## src/rtl/sac_pkg.sv

```systemverilog
package sac_pkg;

   // Write strobes for one split-word register (seconds and fraction)
   typedef struct packed {
      logic sec_w;
      logic frac_w;
   } sac_wr_t;

   localparam int unsigned SAC_SEC_W_DEF  = 32;
   localparam int unsigned SAC_FRAC_W_DEF = 15;

endpackage

```

## src/rtl/sac_count.sv

```systemverilog
module sac_count
   import sac_pkg::*;
#(
   parameter int unsigned SEC_W  = SAC_SEC_W_DEF,
   parameter int unsigned FRAC_W = SAC_FRAC_W_DEF,
   localparam int unsigned CNT_W = SEC_W + FRAC_W
) (
   input  logic             clk,
   input  logic             rst_n,
   input  logic             tick,
   input  logic             run_en,
   input  logic             valid,
   input  sac_wr_t          wr,
   input  logic [SEC_W-1:0] wr_data,
   output logic [CNT_W-1:0] cnt_q,
   output logic [CNT_W-1:0] cnt_inc,
   output logic             adv
);

   logic armed_q;
   logic any_wr;

   always_comb begin
      any_wr  = wr.sec_w | wr.frac_w;
      cnt_inc = cnt_q + CNT_W'(1);
      adv     = tick & run_en & valid & armed_q & ~any_wr;
   end

   always_ff @(posedge clk or negedge rst_n) begin
      if (!rst_n) begin
         cnt_q   <= '0;
         armed_q <= 1'b0;
      end else if (any_wr) begin
         if (wr.sec_w) begin
            cnt_q[CNT_W-1:FRAC_W] <= wr_data;
            armed_q               <= 1'b1;
         end
         if (wr.frac_w) begin
            cnt_q[FRAC_W-1:0] <= wr_data[FRAC_W-1:0];
         end
      end else if (adv) begin
         cnt_q <= cnt_inc;
      end
   end

   assert_frozen_unarmed_R2 : assert property (@(posedge clk) disable iff (!rst_n)
      (!armed_q && !any_wr) |=> $stable(cnt_q));

   assert_hold_stopped_R3 : assert property (@(posedge clk) disable iff (!rst_n)
      (!run_en && !any_wr) |=> $stable(cnt_q));

   assert_hold_invalid_R4 : assert property (@(posedge clk) disable iff (!rst_n)
      (!valid && !any_wr) |=> $stable(cnt_q));

   assert_single_step_R5 : assert property (@(posedge clk) disable iff (!rst_n)
      (tick && run_en && valid && armed_q && !any_wr) |=> (cnt_q == $past(cnt_q) + CNT_W'(1)));

   assert_load_wins_R6 : assert property (@(posedge clk) disable iff (!rst_n)
      wr.frac_w |=> (cnt_q[FRAC_W-1:0] == $past(wr_data[FRAC_W-1:0])));

endmodule

```

## src/rtl/sac_alarm.sv

```systemverilog
module sac_alarm
   import sac_pkg::*;
#(
   parameter int unsigned SEC_W  = SAC_SEC_W_DEF,
   parameter int unsigned FRAC_W = SAC_FRAC_W_DEF,
   localparam int unsigned CNT_W = SEC_W + FRAC_W
) (
   input  logic             clk,
   input  logic             rst_n,
   input  sac_wr_t          wr,
   input  logic [SEC_W-1:0] wr_data,
   input  logic [CNT_W-1:0] cnt_inc,
   input  logic             adv,
   input  logic             clr,
   output logic             flag_q
);

   logic [CNT_W-1:0] alm_q;
   logic             hit;

   always_comb begin
      hit = adv & (cnt_inc == alm_q);
   end

   always_ff @(posedge clk or negedge rst_n) begin
      if (!rst_n) begin
         alm_q <= '1;
      end else begin
         if (wr.sec_w) begin
            alm_q[CNT_W-1:FRAC_W] <= wr_data;
         end
         if (wr.frac_w) begin
            alm_q[FRAC_W-1:0] <= wr_data[FRAC_W-1:0];
         end
      end
   end

   // a fresh match outranks a clear in the same cycle
   always_ff @(posedge clk or negedge rst_n) begin
      if (!rst_n) begin
         flag_q <= 1'b0;
      end else if (hit) begin
         flag_q <= 1'b1;
      end else if (clr) begin
         flag_q <= 1'b0;
      end
   end

   assert_match_sets_R7 : assert property (@(posedge clk) disable iff (!rst_n)
      (adv && (cnt_inc == alm_q)) |=> flag_q);

   assert_no_rise_without_tick_R7 : assert property (@(posedge clk) disable iff (!rst_n)
      !adv |=> !$rose(flag_q));

   assert_flag_sticky_R8 : assert property (@(posedge clk) disable iff (!rst_n)
      (flag_q && !clr) |=> flag_q);

   assert_flag_clears_R8 : assert property (@(posedge clk) disable iff (!rst_n)
      (clr && !adv) |=> !flag_q);

endmodule

```

## src/rtl/sac_seconds_alarm.sv

```systemverilog
module sac_seconds_alarm
   import sac_pkg::*;
#(
   parameter int unsigned SEC_W   = SAC_SEC_W_DEF,
   parameter int unsigned FRAC_W  = SAC_FRAC_W_DEF,
   parameter bit          IRQ_REG = 1'b0,
   localparam int unsigned CNT_W  = SEC_W + FRAC_W
) (
   input  logic              clk,
   input  logic              rst_n,
   input  logic              tick,
   input  logic              run_en,
   input  logic [SEC_W-1:0]  ld_data,
   input  logic              ld_sec,
   input  logic              ld_frac,
   input  logic              ld_alm_sec,
   input  logic              ld_alm_frac,
   input  logic              alarm_ie,
   input  logic              alarm_clr,
   input  logic              restore_valid,
   output logic [SEC_W-1:0]  cnt_sec,
   output logic [FRAC_W-1:0] cnt_frac,
   output logic              alarm_flag,
   output logic              alarm_irq,
   output logic              not_valid
);

   generate
      if (SEC_W < 2 || SEC_W > 32) begin : g_bad_sec_w
         $error("sac_seconds_alarm: SEC_W must lie in 2..32");
      end
      if (FRAC_W < 1 || FRAC_W > SEC_W) begin : g_bad_frac_w
         $error("sac_seconds_alarm: FRAC_W must lie in 1..SEC_W");
      end
   endgenerate

   sac_wr_t          cnt_wr;
   sac_wr_t          alm_wr;
   logic [CNT_W-1:0] cnt_q;
   logic [CNT_W-1:0] cnt_inc;
   logic             adv;
   logic             flag_q;
   logic             nv_q;

   always_comb begin
      cnt_wr.sec_w  = ld_sec;
      cnt_wr.frac_w = ld_frac;
      alm_wr.sec_w  = ld_alm_sec;
      alm_wr.frac_w = ld_alm_frac;
   end

   always_ff @(posedge clk or negedge rst_n) begin
      if (!rst_n) begin
         nv_q <= 1'b1;
      end else if (restore_valid) begin
         nv_q <= 1'b0;
      end
   end

   sac_count #(
      .SEC_W  (SEC_W),
      .FRAC_W (FRAC_W)
   ) i_count (
      .clk     (clk),
      .rst_n   (rst_n),
      .tick    (tick),
      .run_en  (run_en),
      .valid   (~nv_q),
      .wr      (cnt_wr),
      .wr_data (ld_data),
      .cnt_q   (cnt_q),
      .cnt_inc (cnt_inc),
      .adv     (adv)
   );

   sac_alarm #(
      .SEC_W  (SEC_W),
      .FRAC_W (FRAC_W)
   ) i_alarm (
      .clk     (clk),
      .rst_n   (rst_n),
      .wr      (alm_wr),
      .wr_data (ld_data),
      .cnt_inc (cnt_inc),
      .adv     (adv),
      .clr     (alarm_clr),
      .flag_q  (flag_q)
   );

   generate
      if (IRQ_REG) begin : g_irq_reg
         logic irq_q;
         always_ff @(posedge clk or negedge rst_n) begin
            if (!rst_n) begin
               irq_q <= 1'b0;
            end else begin
               irq_q <= flag_q & alarm_ie;
            end
         end
         assign alarm_irq = irq_q;
      end else begin : g_irq_comb
         assign alarm_irq = flag_q & alarm_ie;

         assert_irq_masked_R9 : assert property (@(posedge clk) disable iff (!rst_n)
            !alarm_ie |-> !alarm_irq);

         assert_irq_follows_R9 : assert property (@(posedge clk) disable iff (!rst_n)
            (alarm_ie && flag_q) |-> alarm_irq);
      end
   endgenerate

   assign cnt_sec    = cnt_q[CNT_W-1:FRAC_W];
   assign cnt_frac   = cnt_q[FRAC_W-1:0];
   assign alarm_flag = flag_q;
   assign not_valid  = nv_q;

   assert_valid_sticky_R4 : assert property (@(posedge clk) disable iff (!rst_n)
      !nv_q |=> !nv_q);

endmodule

```

## config.mk

```make
export PLATFORM = sky130hd
export DESIGN_NAME = sac_seconds_alarm
export DESIGN_NICKNAME = d
export VERILOG_FILES = /design/src/rtl/sac_pkg.sv /design/src/rtl/sac_count.sv /design/src/rtl/sac_alarm.sv /design/src/rtl/sac_seconds_alarm.sv
export SDC_FILE = /design/constraint.sdc
export NUM_CORES = 1
export LEC_CHECK = 0
export BUFFER_PORTS_ARGS = -buffer_cell sky130_fd_sc_hd__buf_2
export CAP_MARGIN = 20
export CORE_MARGIN = 1.5
export CORE_UTILIZATION = 30
export CTS_BUF_LIST = sky130_fd_sc_hd__clkbuf_4 sky130_fd_sc_hd__clkbuf_8
export CTS_CLUSTER_SIZE = 20
export DETAILED_ROUTE_END_ITERATION = 8
export GPL_ROUTABILITY_DRIVEN = 1
export GPL_TIMING_DRIVEN = 1
export SLEW_MARGIN = 0
export SYNTH_ARGS = -nofsm -noshare
export SYNTH_HDL_FRONTEND = slang
export SYNTH_SLANG_ARGS = --single-unit
```

## constraint.sdc

```tcl
create_clock -name clk -period 3.6 [get_ports clk]
set_clock_uncertainty 0.1 [all_clocks]
set_input_delay 0.54 -clock clk [delete_from_list [all_inputs] [get_ports clk]]
set_output_delay 0.54 -clock clk [all_outputs]
set_load 0.05 [all_outputs]
```

**After elaboration in Yosys (flattened, before gate mapping)**

Index checks and enable logic that the tools add are counted.

- Register bits after elaboration: 97
- Output and inout bits: 50
- Logic and storage cells: 31

- Add/subtract/negate cells: 1
- Equality and inequality tests: 3
- Multiplexer cells: 6
- Bitwise logic cells: 9
- Reduce and logical (&&, ||, !) cells: 5

Operator list:

| kind | count |
|---|---|
| 2-to-1 mux 47 bit | 2 |
| adder 47 x 1 -> 47 bit (second input constant) | 1 |
| == test 47 bit | 1 |
| 2-to-1 mux 32 bit | 1 |
| 2-to-1 mux 15 bit | 1 |
| AND 1 bit | 6 |
| AND reduction 2 bit | 3 |
| inequality test 2 bit (second input constant) | 2 |
| nonzero test 2 bit | 2 |
| 2-to-1 mux 1 bit | 2 |
| NOT 1 bit | 2 |
| OR 1 bit | 1 |

**Depth between registers and ports, before layout**

- Word-level depth: 6
- Depth in mapped cells: 10
- Mapped depth without buffers: 9

**Modules after synthesis**

From an unflattened synthesis, not the netlist that was laid out.

- Cells, all modules: 606
- Area total of the unflattened synthesis: 6054.6 µm²

Modules (own cells, without submodules):

| module | instances | cells each | area an instance (µm²) | sequential area each (µm²) |
|---|---|---|---|---|
| sac_count | 1 | 429 | 3651.0 | 1201.2 |
| sac_alarm | 1 | 173 | 2353.5 | 1260.0 |
| sac_seconds_alarm | 1 | 4 | 50.0 | 26.3 |

**Worst setup path before layout**

No wires, ideal clock.

- Path kind: register -> register
- Start point: register i_count.cnt_q[4]
- End point: register i_alarm.flag_q
- Library setup time: 0.096 ns
- Arrival time: 3.108 ns
- Required time: 3.404 ns
- Path slack: 0.297 ns
- Stages on the path, launching flop included: 10
- Clock period less this slack: 3.303 ns
- Cell sequence: dfrtp_1 > buf_2 > nand4_2 > or4_1 > nor4_1 > nand2_1 > xnor2_1 > nor4_1 > nand4_1 > o32ai_2

- Longest elaborated chain between the ends: 4
- Elaborated cells between the ends (all ways): 5
- Those cells by class: add/sub (1); eq/ne (1); mux (1); bitwise (1); reduce/logical (1)

Ends and longest elaborated chain:

| what | RTL line | RTL |
|---|---|---|
| start: declaration | sac_count.sv:15 | `output logic [CNT_W-1:0] cnt_q,` |
| start signal: indexed assignment | sac_count.sv:35 | `cnt_q[CNT_W-1:FRAC_W] <= wr_data;` |
| start signal: indexed assignment | sac_count.sv:39 | `cnt_q[FRAC_W-1:0] <= wr_data[FRAC_W-1:0];` |
| start signal: assignment | sac_count.sv:42 | `cnt_q <= cnt_inc;` |
| adder 47 x 1 -> 47 bit * | sac_count.sv:25 | `cnt_inc = cnt_q + CNT_W'(1);` |
| == test 47 bit * | sac_alarm.sv:22 | `hit = adv & (cnt_inc == alm_q);` |
| AND 1 bit * | sac_alarm.sv:22 |  |
| 2-to-1 mux 1 bit / nonzero test 2 bit (equally long branches) | - |  |
| end signal: assignment | sac_alarm.sv:41 | `flag_q <= 1'b0;` |
| end signal: assignment | sac_alarm.sv:43 | `flag_q <= 1'b1;` |
| end signal: assignment | sac_alarm.sv:45 | `flag_q <= 1'b0;` |
| end: declaration | sac_alarm.sv:15 | `output logic flag_q` |

Mark *: on every way between the ends. The rest lies on a longest branch, timed or not.
A chain may end at the register's enable or synchronous reset.

**Worst setup path after layout**

- Start point: register i_count.cnt_q[15]
- End point: register i_alarm.flag_q

The elaborated chain is that of the path after synthesis.

==> impl_metrics.yaml <==
critical_path:
  crit_path_start_kind: "flop"
  cp.required_ps: 3810
  cp.arrival_ps: 3450
  cp-end-kind: "flop"
  cpPeakStageDelay_ps: 610
  critPathMaxFanout: 12
  crit_chain: "nand4_1 -> or4_4 -> nor4_2 -> nand3_1 -> a221o_1 -> nor4_1 -> nand4_1 -> o32ai_2"
  slowest_stage: "or4_4"
  worstSetupPathType: "reg -> reg"
  crit_top_cell: "nand4_1"
job:
  maxCapViolations: 0
sta:
  worst_pin_slew_ps: 884
  timing.fmax_mhz: 308
  maxSlewHeadroom: 0.411
  drv_slew: 0
  rsz0062_at_grt: "no"
  finalCritPeriodShare: 0.901
  setup_viol: 0
  fin_tns_setup_ps: 0
  whs_ps: 22.0
  finalHoldViolCount: 0
  min_period_ps: 3240
die:
  die_area_mm2: 0.0216
  die-height_um: 147
  die_w_um: 147
  core_area_mm2: 0.0203
  io_pins: 93
  rows: 52
  start_util: 0.307
grt:
  track_usage: 0.184
  grt_max_degree: 84
  grt_pass1_wl_mm: 30.7
  grt_pass1_vias: 5268
  grt_overflow: 0
  antenna_found_initial: 0
logic_synthesis:
  yosysMostFrequentCell: "nor2_1"
  synth_ff_type: "dfrtp_1"
  postSynthAreaPerCell_um2: 9.11
  yosys-top-cells-area: "dfstp_2 20%, dfrtp_1 20%, mux2_2 8.7%"
  synth.top_cells.by_count: "74 x nor2_1, 56 x xnor2_1, 53 x nand2_1"
  ys_seq_area_frac: 0.400
  synth_edf_count: 0
  yosys_warnings: 0
  synth_cell_types: 60
  syn_inst: 683
  mappedNetlistArea_mm2: 0.00622
  yosysTopAreaCell: "dfstp_2"
  synth-seq-cells: 97
  postSynth.asyncResetShare: 1.00
  synth_top_area_frac: 0.203
  syn_nets: 728
final_layout:
  drive_above_1_share: 0.313
  n_antenna_cell: 0
  fin_area_mm2: 0.00720
  fin_util: 0.355
  syn_to_final_growth_pct: 15.6
  multi_input_area_mm2: 0.00352
  register_area_mm2: 0.00249
  nNetsFinal: 803
  nFillCells: 2173
route:
  drtIter0Drc: 495
  dr.pass1.iters: 5
  drc: 0
  vias: 5615
  post_drt_wl_per_cell_um: 18.8
  routed_wl_mm: 19.4
  routed_via_density: 5.44
  antenna_left: 0
pwr:
  p_leak_nw: 2.72
  powerDensity_mw_per_mm2: 451
  ir_drop_v: 0.000187
clock_network:
  postCtsHoldBufs: 0
  clock_sinks: 97
  cts_buffer_depth: 2
  cts_tree: "done"
  htreeDepth: 3
  path_clk_slew_ps: 110
  cts_resized: 0
  root_buffer: "clkbuf_8"
  clkLatencyLatePin_ps: 400
  post-cts-setup-buffer-count: 0
  cts_made_buffers: 9
placed_design:
  io_buffers: 92
  place.gp.congestion: 0.910
  hpwl_mm: 14.3
  place_area_mm2: 0.00699
run_status:
  status: "finished clean"
hold_path:
  hold_path_class: "in -> async"
==> layout make-up <==
class | instances | area share
Clock buffer | 9 | 0.0172
Clock inverter | 7 | 0.0110
Inverter | 10 | 0.00522
Multi-Input combinational cell | 530 | 0.489
Sequential cell | 97 | 0.346
Tap cell | 270 | 0.0469
Timing Repair Buffer | 110 | 0.0848
==> worst max-delay path: cells and delay by family (launching register included) <==
family,cells,cell delay (ps)
AND/OR/NAND/NOR,6,2000
AO/OA/AOI/OAI,2,570
flip-flops,1,480
==> through the flow <==
step                worst slack, ps  total power, mW  instances
floorplan                       297             2.17        683
global placement                461             2.50       1016
detailed placement              415             2.50       1016
CTS                             385             3.27       1032
global route                    165             3.42       1033
finish                          357             3.25       1033
==> sequential cells by signal, indices dropped and copies added, names as in the netlist <==
signal and count:
i_count.armed_q 1, i_count.cnt_q 47, i_alarm.flag_q 1, i_alarm.alm_q 47
not_valid 1
==> metal layers <==
layer	global-route usage	part of all wire	vias to the layer above
met5	0	0	-
li1	-	-	2632
met2	0.271	0.44	195
met4	0.0790	0.030	0
met1	0.263	0.47	2761
met3	0.0326	0.057	27
==> power breakdown <==
group,internal [mW],switching (mW)
Combinational,0.368,0.683
Clock,0.326,0.430
Sequential,1.25,0.189
==> final timing paths <==
kind	start	to	slack (ps)	cells after the start
hold reg to reg	i_count.armed_q	i_count.armed_q	380	1
max in group asynchronous	rst_n	i_alarm.alm_q[4]	2530	2
setup / recovery	i_count.cnt_q[15]	i_alarm.flag_q	360	8
setup reg to reg	i_count.cnt_q[15]	i_alarm.flag_q	360	8
min in group clk	restore_valid	not_valid	150	2
hold / removal	rst_n	i_count.armed_q	20	1
==> cells in the final DEF (no fill, tap or decap), types with 26 or more instances in the layout <==
master   count
buf_2       91
nor2_1      72
xnor2_1     56
nand2_1     53
a21oi_1     49
dfrtp_1     49
mux2_2      48
dfstp_2     48
o21ai_0     27
nand3_1     26
==> cells by family after synthesis <==
| family | Yosys count | synth area share |
|---|---|---|
| AOI/OAI and AO/OA | 146 | 0.146 |
| and+or+nand+nor | 255 | 0.215 |
| DFF | 97 | 0.400 |
| xor gates and xnor gates | 76 | 0.107 |
| muxes | 51 | 0.0919 |
| adders and majority gates | 2 | 0.00402 |
| buffers and inverters | 56 | 0.0364 |
Note: power is estimated with default switching activity, not from simulation.
